--- config.mk ---
export PLATFORM = sky130hd
export DESIGN_NAME = reg_wakeup_scoreboard
export DESIGN_NICKNAME = d
export VERILOG_FILES = /design/src/rtl/rws_pkg.sv /design/src/rtl/rws_ready_table.sv /design/src/rtl/rws_slot.sv /design/src/rtl/reg_wakeup_scoreboard.sv
export SDC_FILE = /design/constraint.sdc
export NUM_CORES = 1
export LEC_CHECK = 0
export CAP_MARGIN = 20
export CORE_ASPECT_RATIO = 0.6
export CORE_MARGIN = 1
export CORE_UTILIZATION = 40
export CTS_CLUSTER_DIAMETER = 80
export DETAILED_ROUTE_END_ITERATION = 10
export DONT_BUFFER_PORTS = 1
export PLACE_DENSITY = 0.62
export SETUP_SLACK_MARGIN = 0.1
export SLEW_MARGIN = 30
export SYNTH_ARGS = -nofsm -noshare
export SYNTH_HDL_FRONTEND = slang
export SYNTH_SLANG_ARGS = --single-unit
--- constraint.sdc ---
create_clock -name clk -period 3.02 [get_ports clk]
set_input_delay 0.302 -clock clk [delete_from_list [all_inputs] [get_ports clk]]
set_output_delay 0.302 -clock clk [all_outputs]
set_load 0.005 [all_outputs]
--- src/rtl/rws_pkg.sv ---
package rws_pkg;
    typedef enum logic [1:0] {
        SLOT_FREE  = 2'd0,
        SLOT_WAIT  = 2'd1,
        SLOT_READY = 2'd2
    } slot_state_e;

    localparam int unsigned SRC_PER_SLOT = 2;
endpackage

--- src/rtl/rws_ready_table.sv ---
module rws_ready_table #(
    parameter int NUM_REGS = 16,
    parameter int TAG_W    = 5
) (
    input  logic             clk,
    input  logic             rst_n,
    input  logic             set_v,
    input  logic [TAG_W-1:0] set_tag,
    input  logic             clr_v,
    input  logic [TAG_W-1:0] clr_tag,
    input  logic [TAG_W-1:0] q_tag0,
    input  logic [TAG_W-1:0] q_tag1,
    output logic             q_rdy0,
    output logic             q_rdy1
);
    localparam int IDX_W = (NUM_REGS > 1) ? $clog2(NUM_REGS) : 1;

    logic [NUM_REGS-1:0] rdy_q;
    logic set_hit, clr_hit;

    function automatic logic tracked(input logic [TAG_W-1:0] t);
        return 32'(t) < NUM_REGS;
    endfunction

    assign set_hit = set_v && tracked(set_tag);
    assign clr_hit = clr_v && tracked(clr_tag);

    always_ff @(posedge clk) begin
        if (!rst_n) begin
            rdy_q <= '0;
        end else begin
            if (set_hit) rdy_q[set_tag[IDX_W-1:0]] <= 1'b1;
            if (clr_hit) rdy_q[clr_tag[IDX_W-1:0]] <= 1'b0;
        end
    end

    always_comb begin
        q_rdy0 = tracked(q_tag0) &&
                 (rdy_q[q_tag0[IDX_W-1:0]] || (set_hit && set_tag == q_tag0));
        q_rdy1 = tracked(q_tag1) &&
                 (rdy_q[q_tag1[IDX_W-1:0]] || (set_hit && set_tag == q_tag1));
    end


    set_hits_chk: assert property (@(posedge clk) disable iff (!rst_n)
        set_hit && !(clr_hit && clr_tag == set_tag) |=> rdy_q[$past(set_tag[IDX_W-1:0])]);

    clr_wins_chk: assert property (@(posedge clk) disable iff (!rst_n)
        clr_hit |=> !rdy_q[$past(clr_tag[IDX_W-1:0])]);
endmodule

--- src/rtl/rws_slot.sv ---
module rws_slot
    import rws_pkg::*;
#(
    parameter int TAG_W = 5
) (
    input  logic             clk,
    input  logic             rst_n,
    input  logic             load,
    input  logic             clr,
    input  logic [TAG_W-1:0] tag0,
    input  logic [TAG_W-1:0] tag1,
    input  logic             rdy0,
    input  logic             rdy1,
    input  logic             bc_v,
    input  logic [TAG_W-1:0] bc_tag,
    output logic             entry_rdy
);
    slot_state_e state_q, state_nx;
    logic [TAG_W-1:0] tag_q [SRC_PER_SLOT];
    logic [SRC_PER_SLOT-1:0] wait_q, wait_nx, hit;

    always_comb begin
        for (int s = 0; s < SRC_PER_SLOT; s++)
            hit[s] = bc_v && wait_q[s] && (tag_q[s] == bc_tag);
        wait_nx  = wait_q & ~hit;
        state_nx = state_q;
        if (load) begin
            state_nx = (rdy0 && rdy1) ? SLOT_READY : SLOT_WAIT;
        end else if (clr) begin
            state_nx = SLOT_FREE;
        end else begin
            unique case (state_q)
                SLOT_FREE:  state_nx = SLOT_FREE;
                SLOT_WAIT:  if (wait_nx == '0) state_nx = SLOT_READY;
                SLOT_READY: state_nx = SLOT_READY;
                default:    state_nx = SLOT_FREE;
            endcase
        end
    end

    always_ff @(posedge clk) begin
        if (!rst_n) state_q <= SLOT_FREE;
        else        state_q <= state_nx;
    end

    always_ff @(posedge clk) begin
        if (!rst_n) begin
            wait_q <= '0;
            for (int s = 0; s < SRC_PER_SLOT; s++) tag_q[s] <= '0;
        end else if (load) begin
            tag_q[0] <= tag0;
            tag_q[1] <= tag1;
            wait_q   <= {~rdy1, ~rdy0};
        end else if (clr) begin
            wait_q <= '0;
        end else if (state_q == SLOT_WAIT) begin
            wait_q <= wait_nx;
        end
    end

    always_comb entry_rdy = (state_q == SLOT_READY);


    clr_frees_chk: assert property (@(posedge clk) disable iff (!rst_n)
        clr && !load |=> state_q == SLOT_FREE);

    load_ready_chk: assert property (@(posedge clk) disable iff (!rst_n)
        load && rdy0 && rdy1 |=> entry_rdy);

    wait_pending_chk: assert property (@(posedge clk) disable iff (!rst_n)
        state_q == SLOT_WAIT |-> wait_q != '0);

    ready_hold_chk: assert property (@(posedge clk) disable iff (!rst_n)
        state_q == SLOT_READY && !clr && !load |=> state_q == SLOT_READY);
endmodule

--- src/rtl/reg_wakeup_scoreboard.sv ---
module reg_wakeup_scoreboard #(
    parameter int INT_REGS = 8,
    parameter int FP_REGS  = 8,
    parameter int ENTRIES  = 4,
    parameter int TAG_W    = $clog2(INT_REGS + FP_REGS) + 1,
    parameter int SLOT_W   = (ENTRIES > 1) ? $clog2(ENTRIES) : 1
) (
    input  logic               clk,
    input  logic               rst_n,
    input  logic               disp_valid,
    input  logic [SLOT_W-1:0]  disp_slot,
    input  logic [TAG_W-1:0]   disp_src0_tag,
    input  logic               disp_src0_rdy,
    input  logic [TAG_W-1:0]   disp_src1_tag,
    input  logic               disp_src1_rdy,
    input  logic [TAG_W-1:0]   disp_dst_tag,
    output logic [1:0]         disp_src_ready,
    input  logic               cmpl_valid,
    input  logic [TAG_W-1:0]   cmpl_tag,
    input  logic [ENTRIES-1:0] slot_clear,
    output logic [ENTRIES-1:0] entry_ready
);
    localparam int NUM_REGS = INT_REGS + FP_REGS;

    logic tbl_rdy0, tbl_rdy1;
    logic trk0, trk1, bc_v;

    assign trk0 = 32'(disp_src0_tag) < NUM_REGS;
    assign trk1 = 32'(disp_src1_tag) < NUM_REGS;
    assign bc_v = cmpl_valid && (32'(cmpl_tag) < NUM_REGS);

    rws_ready_table #(.NUM_REGS(NUM_REGS), .TAG_W(TAG_W)) i_table (
        .clk(clk), .rst_n(rst_n),
        .set_v(cmpl_valid), .set_tag(cmpl_tag),
        .clr_v(disp_valid), .clr_tag(disp_dst_tag),
        .q_tag0(disp_src0_tag), .q_tag1(disp_src1_tag),
        .q_rdy0(tbl_rdy0), .q_rdy1(tbl_rdy1)
    );

    always_comb begin
        disp_src_ready[0] = !trk0 || disp_src0_rdy || tbl_rdy0;
        disp_src_ready[1] = !trk1 || disp_src1_rdy || tbl_rdy1;
    end

    for (genvar g = 0; g < ENTRIES; g++) begin : g_slot
        rws_slot #(.TAG_W(TAG_W)) i_slot (
            .clk(clk), .rst_n(rst_n),
            .load(disp_valid && disp_slot == SLOT_W'(g)),
            .clr(slot_clear[g]),
            .tag0(disp_src0_tag), .tag1(disp_src1_tag),
            .rdy0(disp_src_ready[0]), .rdy1(disp_src_ready[1]),
            .bc_v(bc_v), .bc_tag(cmpl_tag),
            .entry_rdy(entry_ready[g])
        );
    end
endmodule

## Word-level counts from Yosys, hierarchy flattened

Memory sizes are Yosys's and may differ from the RTL's.
Index checks and enable logic that the tools add are counted.

| storage, ports and cells | value |
|---|---|
| flip-flop bits (word level) | 32 |
| latch bits | 0 |
| RAM bits | 40 |
| bits in read-only memories | 0 |
| input bits | 32 |
| output and inout bits | 6 |
| logic and storage cells | 176 |
| memories | 4 |

Memory list:

| name | depth | width | read ports | clocked after Yosys merged registers in | write ports | RTL line | RTL |
|---|---|---|---|---|---|---|---|
| g_slot[0].i_slot.tag_q | 2 | 5 | 2 | 0 | 2 | rws_slot.sv:19 | `logic [TAG_W-1:0] tag_q [SRC_PER_SLOT];` |
| g_slot[1].i_slot.tag_q | 2 | 5 | 2 | 0 | 2 | rws_slot.sv:19 |  |
| g_slot[2].i_slot.tag_q | 2 | 5 | 2 | 0 | 2 | rws_slot.sv:19 |  |
| g_slot[3].i_slot.tag_q | 2 | 5 | 2 | 0 | 2 | rws_slot.sv:19 |  |

| operators by class | value |
|---|---|
| add/sub/neg operators | 0 |
| multiply operators | 0 |
| div/mod/pow operators | 0 |
| magnitude comparators | 10 |
| eq/ne operators | 25 |
| shifts and indexed selects | 0 |
| mux-type cells | 61 |
| bitwise gates (word level) | 21 |
| reductions and logical operators | 46 |

Operators with widths:

| operator | number |
|---|---|
| 5-bit equality test | 10 |
| 2-bit 2-to-1 mux | 25 |
| 16-bit 2-to-1 mux | 3 |
| 5-bit 2-to-1 mux | 8 |
| 1-bit logical AND | 29 |
| 4-bit by 5-bit less-than comparator with 1-bit output (second input constant) | 4 |
| 5-bit less-than comparator (second input constant) | 4 |
| 1-bit 2-to-1 mux | 17 |
| 16-bit AND | 1 |
| 4-bit by 2-bit inequality test with 1-bit output (second input constant) | 4 |
| 16-bit NOT | 1 |
| 16-bit bitwise OR | 1 |
| 2-bit case mux with 2 select lines | 4 |
| 2-bit equality test (second input constant) | 6 |
| 3-bit nonzero test | 4 |
| 2-bit by 1-bit equality test with 1-bit output (second input constant) | 5 |
| 2-bit logical NOT | 5 |
| 2-bit AND | 4 |
| 1-bit binary-select mux with 4-bit select | 2 |
| 1-bit demux with 4-bit select | 2 |
| 4-bit by 1-bit >= comparator with 1-bit output (second input constant) | 2 |
| 2-bit NOT | 4 |
| 1-bit bitwise OR | 8 |
| 1-bit logical OR | 6 |
| other kinds (2) | 4 |

## Depth between registers and ports, before layout

Gate-level depths: netlist of run 1.

| depth | value |
|---|---|
| depth after elaboration | 11 |
| mapped depth | 8 |
| depth with buffers taken out | 6 |

## Hierarchy

From an unflattened synthesis of run 1, not the netlist that was laid out.

| second synthesis, totals | value |
|---|---|
| cells, all modules | 387 |
| area, all modules | 4,025.1 sq um |

By module, submodules not included:

| module | instances | cells each | area each (sq um) | sequential area each (sq um) |
|---|---|---|---|---|
| rws_slot | 4 | 64 | 725.7 | 380.4 |
| rws_ready_table | 1 | 124 | 1,072.3 | 320.3 |
| reg_wakeup_scoreboard | 1 | 7 | 50.0 | 0.0 |

## Least setup slack after synthesis of run 1

OpenSTA, ideal clock, no wires.

| path | value |
|---|---|
| path kind | input-to-output |
| from | input disp_src1_tag[0] |
| to | output disp_src_ready[1] |
| arrival time | 1.572 ns |
| data required time | 2.718 ns |
| setup slack | 1.146 ns |
| cell stages on the path | 6 |
| buffers on the path | 2 |
| path through | buf_6 -> mux4_2 -> nor2b_1 -> a211oi_2 -> o21ai_4 -> buf_4 |

| between the ends | value |
|---|---|
| word-level cells in the longest chain between the ends | 5 |
| elaborated cells between the ends (all ways) | 10 |
| classes of those cells | order compare (1); eq/ne (1); mux (2); reduce/logical (6) |

Ends and longest elaborated chain:

| element | RTL line | RTL |
|---|---|---|
| from (decl) | reg_wakeup_scoreboard.sv:14 | `input logic [TAG_W-1:0] disp_src1_tag,` |
| 1-bit binary-select mux with 4-bit select / 5-bit equality test (equally long branches) | rws_ready_table.sv:41 | `(rdy_q[q_tag1[IDX_W-1:0]] \|\| (set_hit && set_tag == q_tag1));` |
| 1-bit 2-to-1 mux (implied by the code) / 1-bit logical AND (equally long branches) | rws_ready_table.sv:41 |  |
| 1-bit logical OR | rws_ready_table.sv:41 |  |
| 1-bit logical AND | rws_ready_table.sv:40 | `q_rdy1 = tracked(q_tag1) &&` |
| 1-bit logical OR * | reg_wakeup_scoreboard.sv:42 | `disp_src_ready[1] = !trk1 \|\| disp_src1_rdy \|\| tbl_rdy1;` |
| to (decl) | reg_wakeup_scoreboard.sv:17 | `output logic [1:0] disp_src_ready,` |

Mark *: on every way between the ends. The rest lies on a longest branch, timed or not. The select of a mux whose other input is x is not followed.

## Final worst setup path of run 1

| path | value |
|---|---|
| from | register i_table.rdy_q[5] |
| to | output disp_src_ready[0] |

| between the ends | value |
|---|---|
| word-level cells in the longest chain between the ends | 5 |

Ends and longest elaborated chain:

| element | RTL line | RTL |
|---|---|---|
| from (decl) | rws_ready_table.sv:18 | `logic [NUM_REGS-1:0] rdy_q;` |
| from (signal assigned) | rws_ready_table.sv:30 | `rdy_q <= '0;` |
| from (signal, indexed assignment) | rws_ready_table.sv:32 | `if (set_hit) rdy_q[set_tag[IDX_W-1:0]] <= 1'b1;` |
| from (signal, indexed assignment) | rws_ready_table.sv:33 | `if (clr_hit) rdy_q[clr_tag[IDX_W-1:0]] <= 1'b0;` |
| 1-bit binary-select mux with 4-bit select | rws_ready_table.sv:39 | `(rdy_q[q_tag0[IDX_W-1:0]] \|\| (set_hit && set_tag == q_tag0));` |
| 1-bit 2-to-1 mux (implied by the code) | rws_ready_table.sv:39 |  |
| 1-bit logical OR | rws_ready_table.sv:39 |  |
| 1-bit logical AND | rws_ready_table.sv:38 | `q_rdy0 = tracked(q_tag0) &&` |
| 1-bit logical OR | reg_wakeup_scoreboard.sv:41 | `disp_src_ready[0] = !trk0 \|\| disp_src0_rdy \|\| tbl_rdy0;` |

No other way between the ends. The select of a mux whose other input is x is not followed.

==> results.sh, run 1 <==
export IMPL_status="finished clean"
export IMPL_clockPowerShare_pct=41.6
export IMPL_antenna_found_initial=0
export IMPL_port_buffers=0
export IMPL_required_ns=2.72
export IMPL_grt_max_degree=77
export IMPL_yosysSeqAreaShare_pct=44.55
export IMPL_post_cts_repair_setup_buffers=0
export IMPL_drt_iter0_drc=227
export IMPL_yosys_area_top_type="edfxtp_1"
export IMPL_syn_avg_cell_area_um2=11.05
export IMPL_first_pass_iters=4
export IMPL_drt_total_wl_um=10040
export IMPL_max_vdd_ir_drop_uv=290.3
export IMPL_post_dp_hpwl_um=6879
export IMPL_cts_tree="yes"
export IMPL_clk_latency_ns=0.34
export IMPL_p_leak_nw=1.574
export IMPL_setup_viol=0
export IMPL_initial_utilization_pct=41.55
export IMPL_worst_hold_path_type="input pin to flip-flop"
export IMPL_worst_pin_slew_ns=0.6541
export IMPL_min_period_ns=2.093
export IMPL_async_reset_ff_share_pct=0
export IMPL_grt_pass1_wl_um=16350
export IMPL_slew_viol_final=0
export IMPL_drive_gt1_share_pct=12.29
export IMPL_vias_per_cell=5.868
export IMPL_wl_per_cell_um=20.36
export IMPL_cts_sinks=72
export IMPL_n_antenna_cell=0
export IMPL_maxCapViolations=0
export IMPL_p_seq_share_pct=49.4
export IMPL_ys_warnings_count=0
export IMPL_overflow=0
export IMPL_hold_buffers=0
export IMPL_p_sw_mw=0.5201
export IMPL_vias=2893
export IMPL_clk_pin_slew_ns=0.06
export IMPL_die_area_um2=10760
export IMPL_slew_limit_headroom_pct=56.34
export IMPL_numCtsBuffers=9
export IMPL_synth_cell_types=46
export IMPL_ant_nets=0
export IMPL_post_cts_resized=0
export IMPL_p_int_mw=1.733
export IMPL_htreeDepth=3
export IMPL_synth_top_area_share_pct=29.06
export IMPL_p_per_area_nw_per_um2=514.2
export IMPL_yosys_top_cells_count="and3_1 (40), edfxtp_1 (40), dfxtp_1 (32)"
export IMPL_syn_nets=414
export IMPL_ios=38
export IMPL_instances_no_fill=493
export IMPL_place_congestion=0.8646
export IMPL_std_cell_rows=28
export IMPL_critPathMaxFanout=10
export IMPL_cts_buffer_depth=2
export IMPL_grt_setup_unrepaired="false"
export IMPL_power_share_combinational_pct=8.9
export IMPL_synth_edf_count=40
export IMPL_fmax_mhz=477.8
export IMPL_fin_skew_ns=0.005124
export IMPL_path_class="flip-flop to primary output"
export IMPL_dp_cells=477
export IMPL_grt_pass1_vias=2941
export IMPL_startpoint_type="flip-flop"
export IMPL_die_x_um=133.2
export IMPL_synth_cells=374
export IMPL_final_net_count=393
export IMPL_critical_path_arrival_ns=1.79
export IMPL_hold_violations=0
export IMPL_end_kind="primary output"
export IMPL_syn_area_um2=4134
export IMPL_synthFlopType="edfxtp_1"
export IMPL_finalSetupTns_ns=0
export IMPL_fp_dieH_um=80.75
export IMPL_switching_share_pct=23.09
export IMPL_core_um2=9950
export IMPL_drc=0
export IMPL_min_period_over_period_pct=69.31
export IMPL_syn_to_final_growth_pct=5.993
export IMPL_synth_seq_cells=72
export IMPL_synth_top_cells_by_area="edfxtp_1 (29%), dfxtp_1 (15%), and3_1 (6.1%), xnor2_1 (5.5%), o41ai_1 (3.2%)"
export IMPL_cts_root_buf="clkbuf_16"
export IMPL_grtUsageTotal_pct=20.41
[per-stage QoR]
step / area, µm² / utilization (%) / setup WS [ns] / total power, mW / hold WS (ns)
6_report: 4382 / 44.04 / 0.9270 / 2.253 / 0.1110
5_1_grt: 4382 / 44.04 / 0.8877 / 2.346 / 0.1146
4_1_cts: 4382 / 44.04 / 0.9387 / 2.275 / 0.09666
3_5_place_dp: 4124 / 41.45 / 1.000 / 1.335 / 0.4534
3_3_place_gp: 4121 / 41.42 / 1.098 / 1.330 / 0.4491
2_1_floorplan: 4134 / - / 1.146 / 1.337 / 0.4528
[critical path, stage by stage, from the launching register on]
cell	delay (ns)
dfxtp_1	0.32
mux4_2	0.46
nor2b_4	0.14
a211oi_2	0.33
o21ai_4	0.20
[logic make-up (layout without fill, tap and decap cells)]
family | count (synthesis) | in the layout | share of synthesized area (%)
buffers and inverters | 43 | 27 | 5.660
multiplexers | 14 | 14 | 6.114
flip-flops | 72 | 72 | 44.55
AND/OR/NAND/NOR | 124 | 124 | 17.74
XOR/XNOR | 40 | 40 | 8.475
adder cells (fa/ha/maj) | 8 | 8 | 2.421
AO/OA/AOI/OAI | 73 | 73 | 15.04
[sequential cells by signal, indices dropped and copies added, names as in the netlist]
signal,cells
g_slot.i_slot.state_q,8
g_slot.i_slot.tag_q,40
g_slot.i_slot.wait_q,8
i_table.rdy_q,16
[final timing paths]
kind | start | end | slack, ns | cells after the start
setup / recovery | i_table.rdy_q[5] | disp_src_ready[0] | 0.93 | 4
hold / removal | rst_n | g_slot[0].i_slot.wait_q[1] | 0.11 | 2
setup reg to reg | i_table.rdy_q[5] | g_slot[1].i_slot.state_q[1] | 1.17 | 5
hold reg to reg | i_table.rdy_q[5] | i_table.rdy_q[5] | 0.52 | 2
[layout make-up]
class | count | area [µm²]
fill | 938 | 5568
multi-input combinational | 259 | 2061
sequential | 72 | 1842
clock buffer | 11 | 232.7
tap | 135 | 168.9
inverter | 8 | 30.03
clock inverter | 5 | 25.02
timing repair buffer | 3 | 22.52
[power groups by stage]
| stage | registers, mW | clock network [mW] | logic, mW |
|---|---|---|---|
| finish | 1.11 | 0.938 | 0.201 |
| global route | 1.12 | 1.00 | 0.224 |
| CTS | 1.11 | 0.959 | 0.202 |
| detailed placement | 1.13 | 0 | 0.200 |
| global placement | 1.13 | 0 | 0.197 |
| floorplan | 1.13 | 0 | 0.209 |
[layout by cell type, fill, tap and decap left out, drive strengths merged, types with 2 or more instances in the layout]
master	instances
a32o	6
a211oi	10
nor3	4
o221a	3
a21oi	20
o31ai	3
a311oi	2
o41ai	16
nor2	25
and3b	3
and3	43
mux2i	5
nand3	9
mux4	8
nor3b	14
o21ai	7
and2	6
xor2	14
nand2	5
dfxtp	32
a21boi	4
inv	8
ha	8
clkbuf	11
edfxtp	40
nor2b	5
clkinv	4
buf	3
nand2b	7
xnor2	26
[per-layer routing]
metal  global-route usage [%]  vias up  wire, µm
met5                        0        -         0
met4                    6.818        0       140
met3                    6.492       15       893
met2                    30.21      102      4257
met1                    28.22     1429      4745
li1                         -     1347         -
Power figures use the tool's default switching activity.
==> run 2, diff against run 1 <==
--- a/config.mk
+++ b/config.mk
@@ -12,7 +12,7 @@
 export CTS_CLUSTER_DIAMETER = 80
 export DETAILED_ROUTE_END_ITERATION = 10
 export DONT_BUFFER_PORTS = 1
-export PLACE_DENSITY = 0.62
+export PLACE_DENSITY = 0.64
 export SETUP_SLACK_MARGIN = 0.1
 export SLEW_MARGIN = 30
 export SYNTH_ARGS = -nofsm -noshare
==> constraint.sdc (replaced) <==
create_clock -name clk -period 1.8 [get_ports clk]
set_input_delay 0.18 -clock clk [delete_from_list [all_inputs] [get_ports clk]]
set_output_delay 0.18 -clock clk [all_outputs]
set_load 0.005 [all_outputs]
==> results.sh, run 2 (synthesis gave the netlist of run 1 again) <==
export IMPL_grt_pass1_vias=3041
export IMPL_finalSetupTns_ns=-0.3538
export IMPL_grt_max_degree=65
export IMPL_switching_share_pct=21.54
export IMPL_p_seq_share_pct=45.4
export IMPL_place_congestion=0.8020
export IMPL_syn_to_final_growth_pct=11.92
export IMPL_wl_per_cell_um=20.80
export IMPL_cts_buffer_depth=2
export IMPL_crit_buf_inv=1
export IMPL_ios=38
export IMPL_min_period_ns=1.887
export IMPL_end_kind="primary output"
export IMPL_critPathSlowestCell="mux4_2"
export IMPL_drive_gt1_share_pct=17.96
export IMPL_drc=0
export IMPL_drt_iter0_drc=243
export IMPL_core_um2=9950
export IMPL_max_vdd_ir_drop_uv=478.9
export IMPL_clk_latency_ns=0.33
export IMPL_std_cell_rows=28
export IMPL_setup_viol=8
export IMPL_postLayoutSetupSlackWorst_ns=-0.08709
export IMPL_min_period_over_period_pct=104.8
export IMPL_cts_tree="yes"
export IMPL_p_sw_mw=0.8871
export IMPL_worst_hold_path_type="input pin to flip-flop"
export IMPL_cts_sinks=72
export IMPL_slew_viol_final=0
export IMPL_stdcell_area_um2=4627
export IMPL_antenna_found_initial=0
export IMPL_vias_per_cell=5.811
export IMPL_placed_area_um2=4209
export IMPL_maxCapViolations=0
export IMPL_die_area_um2=10760
export IMPL_numCtsBuffers=9
export IMPL_required_ns=1.62
export IMPL_post_dp_hpwl_um=7037
export IMPL_vias=2952
export IMPL_port_buffers=0
export IMPL_p_per_area_nw_per_um2=890.2
export IMPL_critical_path_arrival_ns=1.71
export IMPL_fp_dieH_um=80.75
export IMPL_critPathMaxFanout=3
export IMPL_final_net_count=408
export IMPL_p_leak_nw=1.675
export IMPL_clockPowerShare_pct=45.1
export IMPL_grt_setup_unrepaired="true"
export IMPL_worst_pin_slew_ns=0.6012
export IMPL_initial_utilization_pct=41.55
export IMPL_grt_pass1_wl_um=17050
export IMPL_top_register="g_slot.i_slot.tag_q"
export IMPL_cts_root_buf="clkbuf_16"
export IMPL_grtUsageTotal_pct=21.59
export IMPL_power_total_mw=4.119
export IMPL_fill_cells=944
export IMPL_overflow=0
export IMPL_status="complete, but fails checks"
export IMPL_htreeDepth=3
export IMPL_ant_nets=0
export IMPL_slowest_delay_ns=0.46
export IMPL_clk_pin_slew_ns=0.05
export IMPL_p_int_mw=3.232
export IMPL_drt_total_wl_um=10570
export IMPL_startpoint_type="flip-flop"
export IMPL_fin_skew_ns=0.004023
export IMPL_path_class="flip-flop to primary output"
export IMPL_hold_violations=0
export IMPL_path_cells="mux4_2 -> nor2b_4 -> a211oi_4 -> o21ai_4 -> buf_6"
export IMPL_largest_reg_flops=40
export IMPL_crit_family="multiplexers"
export IMPL_fmax_mhz=529.9
export IMPL_n_antenna_cell=0
export IMPL_die_x_um=133.2
export IMPL_violations="negative setup slack"
export IMPL_layout_common_cells="and3_1 (40), edfxtp_1 (40), dfxtp_1 (30)"
export IMPL_power_share_combinational_pct=9.5
export IMPL_largest_registers="g_slot.i_slot.tag_q x40, i_table.rdy_q x16"
export IMPL_first_pass_iters=5
export IMPL_slew_limit_headroom_pct=59.79
## run 2: layout make-up
type / count / area, µm² / area share, %
timing repair buffer: 18 / 178.9 / 3.867
clock buffer: 12 / 236.5 / 5.111
inverter: 8 / 30.03 / 0.6490
multi-input combinational: 259 / 2100 / 45.38
clock inverter: 4 / 68.82 / 1.487
tap: 135 / 168.9 / 3.651
sequential: 72 / 1844 / 39.86
## run 2: worst paths after layout
path                    start                    endpoint  slack, ns  cells past startpoint
min           disp_dst_tag[3]            i_table.rdy_q[0]       0.02                      2
max          i_table.rdy_q[5]           disp_src_ready[1]      -0.09                      5
min reg2reg  i_table.rdy_q[0]            i_table.rdy_q[0]       0.51                      2
max reg2reg  i_table.rdy_q[5]  g_slot[3].i_slot.wait_q[1]      -0.05                      8
## run 2: through the flow
| stage | instances | hold WS, ns | utilization (%) | worst slack [ns] |
|---|---|---|---|---|
| final | 508 | 0.01815 | 46.50 | -0.08709 |
| after global routing | 508 | 0.01130 | 46.50 | -0.1410 |
| after CTS | 507 | 0.001122 | 46.10 | -0.1492 |
| after detailed placement | 487 | 0.3337 | 42.30 | -0.03430 |
| after global placement | 487 | 0.3296 | 42.30 | -0.02353 |
| after floorplan | 374 | 0.3308 | - | 0.1356 |
## run 2: layer usage
layer	up-vias	GRT usage (%)	part of all wire, %
li1	1372	-	-
met3	8	6.679	8.9
met5	-	0	0
met1	1452	30.72	47
met2	120	32.14	44
met4	0	4.659	0.82
## run 2: repair_timing
action,in CTS,in global routing
setup endpoints to repair,17,18
hold buffers,2,0
pin swaps,7,4
buffers inserted,2,1
resized for setup,12,10
hold endpoints to repair,12,0
## run 2: power groups by stage
stage | logic (mW) | clock network [mW] | registers, mW
global route | 0.430 | 1.97 | 1.88
floorplan | 0.350 | 0 | 1.89
finish | 0.392 | 1.86 | 1.87
CTS | 0.377 | 1.88 | 1.87
detailed placement | 0.353 | 0 | 1.90
global placement | 0.348 | 0 | 1.90
